==> config.mk <==
export PLATFORM = sky130hd
export DESIGN_NAME = coh_cache_ctrl
export DESIGN_NICKNAME = d
export VERILOG_FILES = /design/src/rtl/coh_pkg.sv /design/src/rtl/coh_line_table.sv /design/src/rtl/coh_data_ram.sv /design/src/rtl/coh_cache_ctrl.sv
export SDC_FILE = /design/constraint.sdc
export NUM_CORES = 2
export LEC_CHECK = 0
export BUFFER_PORTS_ARGS = -buffer_cell sky130_fd_sc_hd__buf_2
export CAP_MARGIN = 20
export CORE_MARGIN = 1
export CORE_UTILIZATION = 50
export CTS_CLUSTER_DIAMETER = 120
export DETAILED_ROUTE_END_ITERATION = 7
export PLACE_DENSITY_LB_ADDON = 0.12
export SYNTH_ARGS = -nofsm -noshare
export SYNTH_HDL_FRONTEND = slang
export SYNTH_SLANG_ARGS = --single-unit
export TNS_END_PERCENT = 50
==> constraint.sdc <==
create_clock -name clk -period 20.9 [get_ports clk]
set_input_delay 4.18 -clock clk [delete_from_list [all_inputs] [get_ports clk]]
set_output_delay 4.18 -clock clk [all_outputs]
set_load 0.01 [all_outputs]
==> src/rtl/coh_pkg.sv <==
package coh_pkg;
  typedef enum logic [1:0] {
    LN_ABSENT = 2'd0,
    LN_READ   = 2'd1,
    LN_OWNED  = 2'd2
  } line_st_e;

  typedef enum logic [1:0] {
    OUT_RDMISS = 2'd0,
    OUT_WRMISS = 2'd1,
    OUT_WBACK  = 2'd2
  } out_kind_e;

  typedef enum logic [1:0] {
    IN_REPLY    = 2'd0,
    IN_INVAL    = 2'd1,
    IN_FETCH    = 2'd2,
    IN_FETCHINV = 2'd3
  } in_kind_e;

  typedef enum logic [1:0] {
    CT_IDLE  = 2'd0,
    CT_WBACK = 2'd1,
    CT_REQ   = 2'd2,
    CT_WAIT  = 2'd3
  } ctl_e;
endpackage

==> src/rtl/coh_line_table.sv <==
module coh_line_table
  import coh_pkg::*;
#(
  parameter int LINES = 64,
  parameter int IDX_W = 6,
  parameter int TAG_W = 10
) (
  input  logic             clk,
  input  logic             rst,
  input  logic [IDX_W-1:0] a_idx,
  output line_st_e         a_state,
  output logic [TAG_W-1:0] a_tag,
  input  logic [IDX_W-1:0] b_idx,
  output line_st_e         b_state,
  output logic [TAG_W-1:0] b_tag,
  input  logic             wr_en,
  input  logic [IDX_W-1:0] wr_idx,
  input  line_st_e         wr_state,
  input  logic [TAG_W-1:0] wr_tag
);
  line_st_e         st_q  [LINES];
  logic [TAG_W-1:0] tag_q [LINES];

  always_ff @(posedge clk) begin
    for (int i = 0; i < LINES; i++) begin
      if (rst) begin
        st_q[i] <= LN_ABSENT;
      end else if (wr_en && wr_idx == IDX_W'(i)) begin
        st_q[i]  <= wr_state;
        tag_q[i] <= wr_tag;
      end
    end
  end

  assign a_state = st_q[a_idx];
  assign a_tag   = tag_q[a_idx];
  assign b_state = st_q[b_idx];
  assign b_tag   = tag_q[b_idx];
endmodule

==> src/rtl/coh_data_ram.sv <==
module coh_data_ram #(
  parameter int DEPTH = 64,
  parameter int AW    = 6,
  parameter int DW    = 32
) (
  input  logic          clk,
  input  logic          we,
  input  logic [AW-1:0] addr,
  input  logic [DW-1:0] wdata,
  output logic [DW-1:0] rdata
);
  logic [DW-1:0] mem [DEPTH];

  always_ff @(posedge clk) begin
    if (we) mem[addr] <= wdata;
    rdata <= mem[addr];
  end
endmodule

==> src/rtl/coh_cache_ctrl.sv <==
module coh_cache_ctrl
  import coh_pkg::*;
#(
  parameter int LINES  = 64,
  parameter int ADDR_W = 16,
  parameter int DATA_W = 32
) (
  input  logic              clk,
  input  logic              rst,
  input  logic              cpu_req_valid,
  input  logic              cpu_req_write,
  input  logic [ADDR_W-1:0] cpu_req_addr,
  input  logic [DATA_W-1:0] cpu_req_wdata,
  output logic              cpu_stall,
  output logic              cpu_resp_valid,
  output logic [DATA_W-1:0] cpu_resp_rdata,
  input  logic              dir_in_valid,
  input  logic [1:0]        dir_in_kind,
  input  logic [ADDR_W-1:0] dir_in_addr,
  input  logic [DATA_W-1:0] dir_in_data,
  output logic              msg_out_valid,
  output logic [1:0]        msg_out_kind,
  output logic [ADDR_W-1:0] msg_out_addr,
  output logic [DATA_W-1:0] msg_out_data
);
  localparam int IDX_W = $clog2(LINES);
  localparam int TAG_W = ADDR_W - IDX_W;

  // request and command fields
  logic [IDX_W-1:0] c_idx, d_idx;
  logic [TAG_W-1:0] c_tag, d_tag;
  in_kind_e         d_kind;
  assign c_idx  = cpu_req_addr[IDX_W-1:0];
  assign c_tag  = cpu_req_addr[ADDR_W-1:IDX_W];
  assign d_idx  = dir_in_addr[IDX_W-1:0];
  assign d_tag  = dir_in_addr[ADDR_W-1:IDX_W];
  assign d_kind = in_kind_e'(dir_in_kind);

  // registers
  ctl_e              ctl_q, ctl_d;
  logic [IDX_W-1:0]  pend_idx_q;
  logic [TAG_W-1:0]  pend_tag_q;
  logic              pend_wr_q;
  logic [DATA_W-1:0] pend_wdata_q;
  logic [ADDR_W-1:0] wb_addr_q;
  logic              wb_then_req_q;
  logic              stall_q;
  logic              resp_v_q, resp_mem_q;
  logic [DATA_W-1:0] resp_data_q;
  logic              mo_v_q;
  out_kind_e         mo_kind_q;
  logic [ADDR_W-1:0] mo_addr_q;
  logic [DATA_W-1:0] mo_data_q;

  // line table
  line_st_e         a_state, b_state, t_wstate;
  logic [TAG_W-1:0] a_tag, b_tag, t_wtag;
  logic [IDX_W-1:0] t_widx;
  logic             t_we;

  coh_line_table #(.LINES(LINES), .IDX_W(IDX_W), .TAG_W(TAG_W)) u_lines (
    .clk(clk), .rst(rst),
    .a_idx(c_idx), .a_state(a_state), .a_tag(a_tag),
    .b_idx(d_idx), .b_state(b_state), .b_tag(b_tag),
    .wr_en(t_we), .wr_idx(t_widx), .wr_state(t_wstate), .wr_tag(t_wtag)
  );

  // data array
  logic              r_we;
  logic [IDX_W-1:0]  r_addr;
  logic [DATA_W-1:0] r_wdata, r_q;

  coh_data_ram #(.DEPTH(LINES), .AW(IDX_W), .DW(DATA_W)) u_data (
    .clk(clk), .we(r_we), .addr(r_addr), .wdata(r_wdata), .rdata(r_q)
  );

  // decode
  logic idle, waiting, dir_cmd, reply_in, cpu_go;
  logic c_match, c_hit, c_evict, d_match;
  logic do_inval, do_fetch, do_finv;

  assign idle     = (ctl_q == CT_IDLE);
  assign waiting  = (ctl_q == CT_WAIT);
  assign dir_cmd  = idle && dir_in_valid && (d_kind != IN_REPLY);
  assign reply_in = waiting && dir_in_valid && (d_kind == IN_REPLY);
  assign cpu_go   = idle && cpu_req_valid && !dir_cmd;

  assign c_match  = (a_state != LN_ABSENT) && (a_tag == c_tag);
  assign c_hit    = c_match && (!cpu_req_write || a_state == LN_OWNED);
  assign c_evict  = (a_state == LN_OWNED) && (a_tag != c_tag);
  assign d_match  = (b_state != LN_ABSENT) && (b_tag == d_tag);
  assign do_inval = dir_cmd && d_match && d_kind == IN_INVAL    && b_state == LN_READ;
  assign do_fetch = dir_cmd && d_match && d_kind == IN_FETCH    && b_state == LN_OWNED;
  assign do_finv  = dir_cmd && d_match && d_kind == IN_FETCHINV && b_state == LN_OWNED;

  // data array port
  always_comb begin
    r_we    = 1'b0;
    r_addr  = c_idx;
    r_wdata = cpu_req_wdata;
    if (waiting) begin
      r_addr  = pend_idx_q;
      r_we    = reply_in;
      r_wdata = pend_wr_q ? pend_wdata_q : dir_in_data;
    end else if (dir_cmd) begin
      r_addr = d_idx;
    end else if (cpu_go && c_hit && cpu_req_write) begin
      r_we = 1'b1;
    end
  end

  // line table write port
  always_comb begin
    t_we     = 1'b0;
    t_widx   = d_idx;
    t_wtag   = b_tag;
    t_wstate = LN_ABSENT;
    if (reply_in) begin
      t_we     = 1'b1;
      t_widx   = pend_idx_q;
      t_wtag   = pend_tag_q;
      t_wstate = pend_wr_q ? LN_OWNED : LN_READ;
    end else if (do_inval || do_finv) begin
      t_we = 1'b1;
    end else if (do_fetch) begin
      t_we     = 1'b1;
      t_wstate = LN_READ;
    end
  end

  // next control state
  always_comb begin
    ctl_d = ctl_q;
    unique case (ctl_q)
      CT_IDLE: begin
        if (do_fetch || do_finv)        ctl_d = CT_WBACK;
        else if (cpu_go && !c_hit)      ctl_d = c_evict ? CT_WBACK : CT_WAIT;
      end
      CT_WBACK: ctl_d = wb_then_req_q ? CT_REQ : CT_IDLE;
      CT_REQ:   ctl_d = CT_WAIT;
      CT_WAIT:  if (reply_in) ctl_d = CT_IDLE;
      default:  ctl_d = CT_IDLE;
    endcase
  end

  always_ff @(posedge clk) begin
    if (rst) begin
      ctl_q         <= CT_IDLE;
      stall_q       <= 1'b0;
      resp_v_q      <= 1'b0;
      resp_mem_q    <= 1'b0;
      mo_v_q        <= 1'b0;
      mo_kind_q     <= OUT_RDMISS;
      wb_then_req_q <= 1'b0;
      pend_wr_q     <= 1'b0;
    end else begin
      ctl_q    <= ctl_d;
      stall_q  <= (ctl_d != CT_IDLE);
      resp_v_q <= 1'b0;
      mo_v_q   <= 1'b0;
      unique case (ctl_q)
        CT_IDLE: begin
          if (do_fetch || do_finv) begin
            wb_addr_q     <= {b_tag, d_idx};
            wb_then_req_q <= 1'b0;
          end else if (cpu_go) begin
            if (c_hit) begin
              resp_v_q    <= 1'b1;
              resp_mem_q  <= !cpu_req_write;
              resp_data_q <= cpu_req_wdata;
            end else begin
              pend_idx_q   <= c_idx;
              pend_tag_q   <= c_tag;
              pend_wr_q    <= cpu_req_write;
              pend_wdata_q <= cpu_req_wdata;
              if (c_evict) begin
                wb_addr_q     <= {a_tag, c_idx};
                wb_then_req_q <= 1'b1;
              end else begin
                mo_v_q    <= 1'b1;
                mo_kind_q <= cpu_req_write ? OUT_WRMISS : OUT_RDMISS;
                mo_addr_q <= cpu_req_addr;
              end
            end
          end
        end
        CT_WBACK: begin
          mo_v_q    <= 1'b1;
          mo_kind_q <= OUT_WBACK;
          mo_addr_q <= wb_addr_q;
          mo_data_q <= r_q;
        end
        CT_REQ: begin
          mo_v_q    <= 1'b1;
          mo_kind_q <= pend_wr_q ? OUT_WRMISS : OUT_RDMISS;
          mo_addr_q <= {pend_tag_q, pend_idx_q};
        end
        CT_WAIT: begin
          if (reply_in) begin
            resp_v_q    <= 1'b1;
            resp_mem_q  <= 1'b0;
            resp_data_q <= pend_wr_q ? pend_wdata_q : dir_in_data;
          end
        end
        default: ;
      endcase
    end
  end

  assign cpu_stall      = stall_q;
  assign cpu_resp_valid = resp_v_q;
  assign cpu_resp_rdata = resp_mem_q ? r_q : resp_data_q;
  assign msg_out_valid  = mo_v_q;
  assign msg_out_kind   = mo_kind_q;
  assign msg_out_addr   = mo_addr_q;
  assign msg_out_data   = mo_data_q;
endmodule

==> impl_results.md <==
- Final Hold Fails: 0
- Peak VDD IR: 0.0954 mV
- EDFF count, synth: roughly 3000
- Min-delay worst type: reg -> reg
- Routed vias/inst: 6.98
- Minimum clock period: 11.56 ns
- Drt total wl: 402000 um
- Postcts setup bufs: 0
- Hold Buf Count CTS: 0
- Slowest cell delay on critical path: about 0.93 ns
- Crit Path Category: in -> reg
- Fillers: 18015
- Synthesized net count: 6848
- Post-CTS resize count: 0
- Critical Path Sink Type: flip-flop
- Max-slew violation count: 0
- Mapped Cells: slightly below 7000
- Routability cong.: 0.979
- Clk sinks: ~3000
- First-pass GRT wire length: 552000 um
- PD cells: 112 nW/um^2
- Slew HR: 0.145
- Layout cells sized above 1: 0.201
- Sequential fraction of the synthesis area: 0.751
- Pleak: 0.0426 uW
- Grt total ovfl: 0
- Fin Setup TNS: 0 ns
- Slowest CP cell: nor3_4
- Post-layout nets: 7164
- Setup WS pre-CTS: between 8 and 9 ns
- Setup crit start kind: input port
- Routed wire per std cell: between 30 and 40 um
- Die W: just under 500 um
- Max-Cap Viols: 0
- Avg Inst Size Synth: 17.7 um^2
- RSZ-0062 raised after global routing: no
- H-tree levels: 5
- Number of I/O pins: 188
- Vias in the first global route: a little under 70000
- I/O Buffers: 187
- Mapped Area: 119000 um^2
- Initial Util: 0.503
- Final setup vio count: 0
- Die Y: slightly below 500 um
- Clock Path Buffers: 4
- Area Overhead vs Synth: 13.8%
- Cts bufs inserted: 322
- R2r worst-path depth: 13
- Final Power: 15300 uW
- Async set-reset flop share out of synthesis: 0
- Root buf cell: clkbuf_16
- Clock latency on the worst-skew pair: around 0.97 ns
- Core box area: around 240000 um^2
- WP data required: 21.51 ns
- Fmax: roughly 0.087 GHz
- Post-DP HPWL: ~250000 um
- Final worst slack: 9.34 ns
- Warnings from Yosys: 0
- Flops & latches, synth: 3002
- Area after DPL: 126000 um^2
- Num rows: 179
- Netlist cell types: 72
- Final period util: 0.553
- Slew at the pin closest to its max-slew limit: about 1.3 ns
- Ys flop type: edfxtp_1
- Clock-pin slew on the worst setup and hold paths: 0.06 ns
- GRT Util Overall: 0.328
- Status: finished, final reports clean
- Crit-path most repeated cell: buf_4
- WHS: about 0.43 ns
- Critical path arrival: 12.17 ns
- Post-route ant nets: 0
- Worst-path fanout max: 65
- Initial antenna violation count: 36
- Final Skew: about 0.07 ns
- Largest net degree at the start of global routing: 116
- CP cell instances: buf_8, buf_4, buf_4, mux4_2, mux2i_1, a21oi_1, a22oi_1, xnor2_1, or4_1, or3_4, o41a_2, buf_4, buf_4, nor3_4, buf_4
- Drt initial violations: 11902
- Final instance area: 136000 um^2
- Post-route DRC violation count: 0
- Via count: 73037
- TritonCTS clock tree: done
- Die Area: 241000 um^2
- Detailed Routing Iterations Pass 1: 6
- Hold Path Cell Cnt: 0
- R2R setup slack: 13.81 ns
-- kinds of logic after synthesis --
kind of cell	count (synthesis)	share of synthesized area
AO/OA/AOI/OAI	1741	0.108
flip-flops	3002	0.751
buffers and inverters	521	0.0188
XOR/XNOR	19	0.00139
AND/OR/NAND/NOR	799	0.0354
adder cells (fa/ha/maj)	5	0.000524
multiplexers	653	0.0848
-- placed cells by master (no fill, tap or decap), types with 108 or more instances in the layout --
cell,instances
nand2_1,150
nor3_1,108
a22oi_1,1045
nor2_1,148
mux4_2,281
buf_2,187
mux2i_1,310
a41oi_1,212
buf_4,281
edfxtp_1,2960
clkbuf_16,325
-- path summary, 6_finish.rpt --
check | to | from
max | u_data.mem[51][29] | cpu_req_addr[0]
min reg2reg | msg_out_data[21] | u_data.rdata[21]
max reg2reg | u_data.mem[51][26] | u_lines.tag_q[42][0]
min | msg_out_data[21] | u_data.rdata[21]
-- flip-flops by register name, indices dropped and copies added (netlist names), 2 cells and up --
name / flops
ctl_q: 2
msg_out_addr: 16
msg_out_data: 32
msg_out_kind: 2
pend_idx_q: 6
pend_tag_q: 10
pend_wdata_q: 32
resp_data_q: 32
u_data.mem: 2048
u_data.rdata: 32
u_lines.st_q: 128
u_lines.tag_q: 640
wb_addr_q: 16
-- power by group --
part	leakage [uW]	internal, uW	switching, uW	total [uW]
Sequential	0.0271	6960	80.4	7040
Clock	0.00489	3200	2310	5510
Combinational	0.0106	685	2050	2730
-- cell usage after synthesis (all sizes together) (62+ instances only) --
cell,n,area share
nor2,173,0.0054
nor4,104,0.0054
mux2i,310,0.026
mux2,62,0.0058
nor3,175,0.0099
mux4,281,0.053
nand2,160,0.0050
clkbuf,354,0.011
a21oi,110,0.0046
buf,152,0.0072
o21ai,102,0.0043
a22oi,1046,0.066
edfxtp,2960,0.74
a221oi,62,0.0045
a41oi,212,0.016
-- layout make-up --
class	count	area, um^2	area share
antenna	8	20.0	0.000147
clock buffer	402	8540	0.0628
clock inverter	159	1460	0.0107
inverter	15	56.3	0.000414
multi-input combinational	3217	28600	0.211
sequential	3002	89700	0.660
tap	3167	3960	0.0292
timing repair buffer	498	3510	0.0258
-- through the flow --
stage / std cells / util
after floorplan: 6740 / -
after global placement: 9865 / 0.529
after detailed placement: 9890 / 0.530
after CTS: 10451 / 0.572
after global routing: 10463 / 0.572
final: 10468 / 0.572
-- metal layers --
layer / vias to the layer above / global-route usage / wire length [um]
met5: - / 0 / 139
met4: 20 / 0.104 / 13400
met3: 633 / 0.0917 / 52200
met2: 5138 / 0.468 / 175000
met1: 38144 / 0.487 / 161000
li1: 29102 / - / -
-- worst max-delay path: cells and delay by family --
family                 cells  cell delay, ns
buffers and inverters      6            3.45
AND/OR/NAND/NOR            3            1.81
AO/OA/AOI/OAI              3            1.49
multiplexers               2            0.85
XOR/XNOR                   1            0.13
Note: power is estimated with default switching activity, not from simulation.
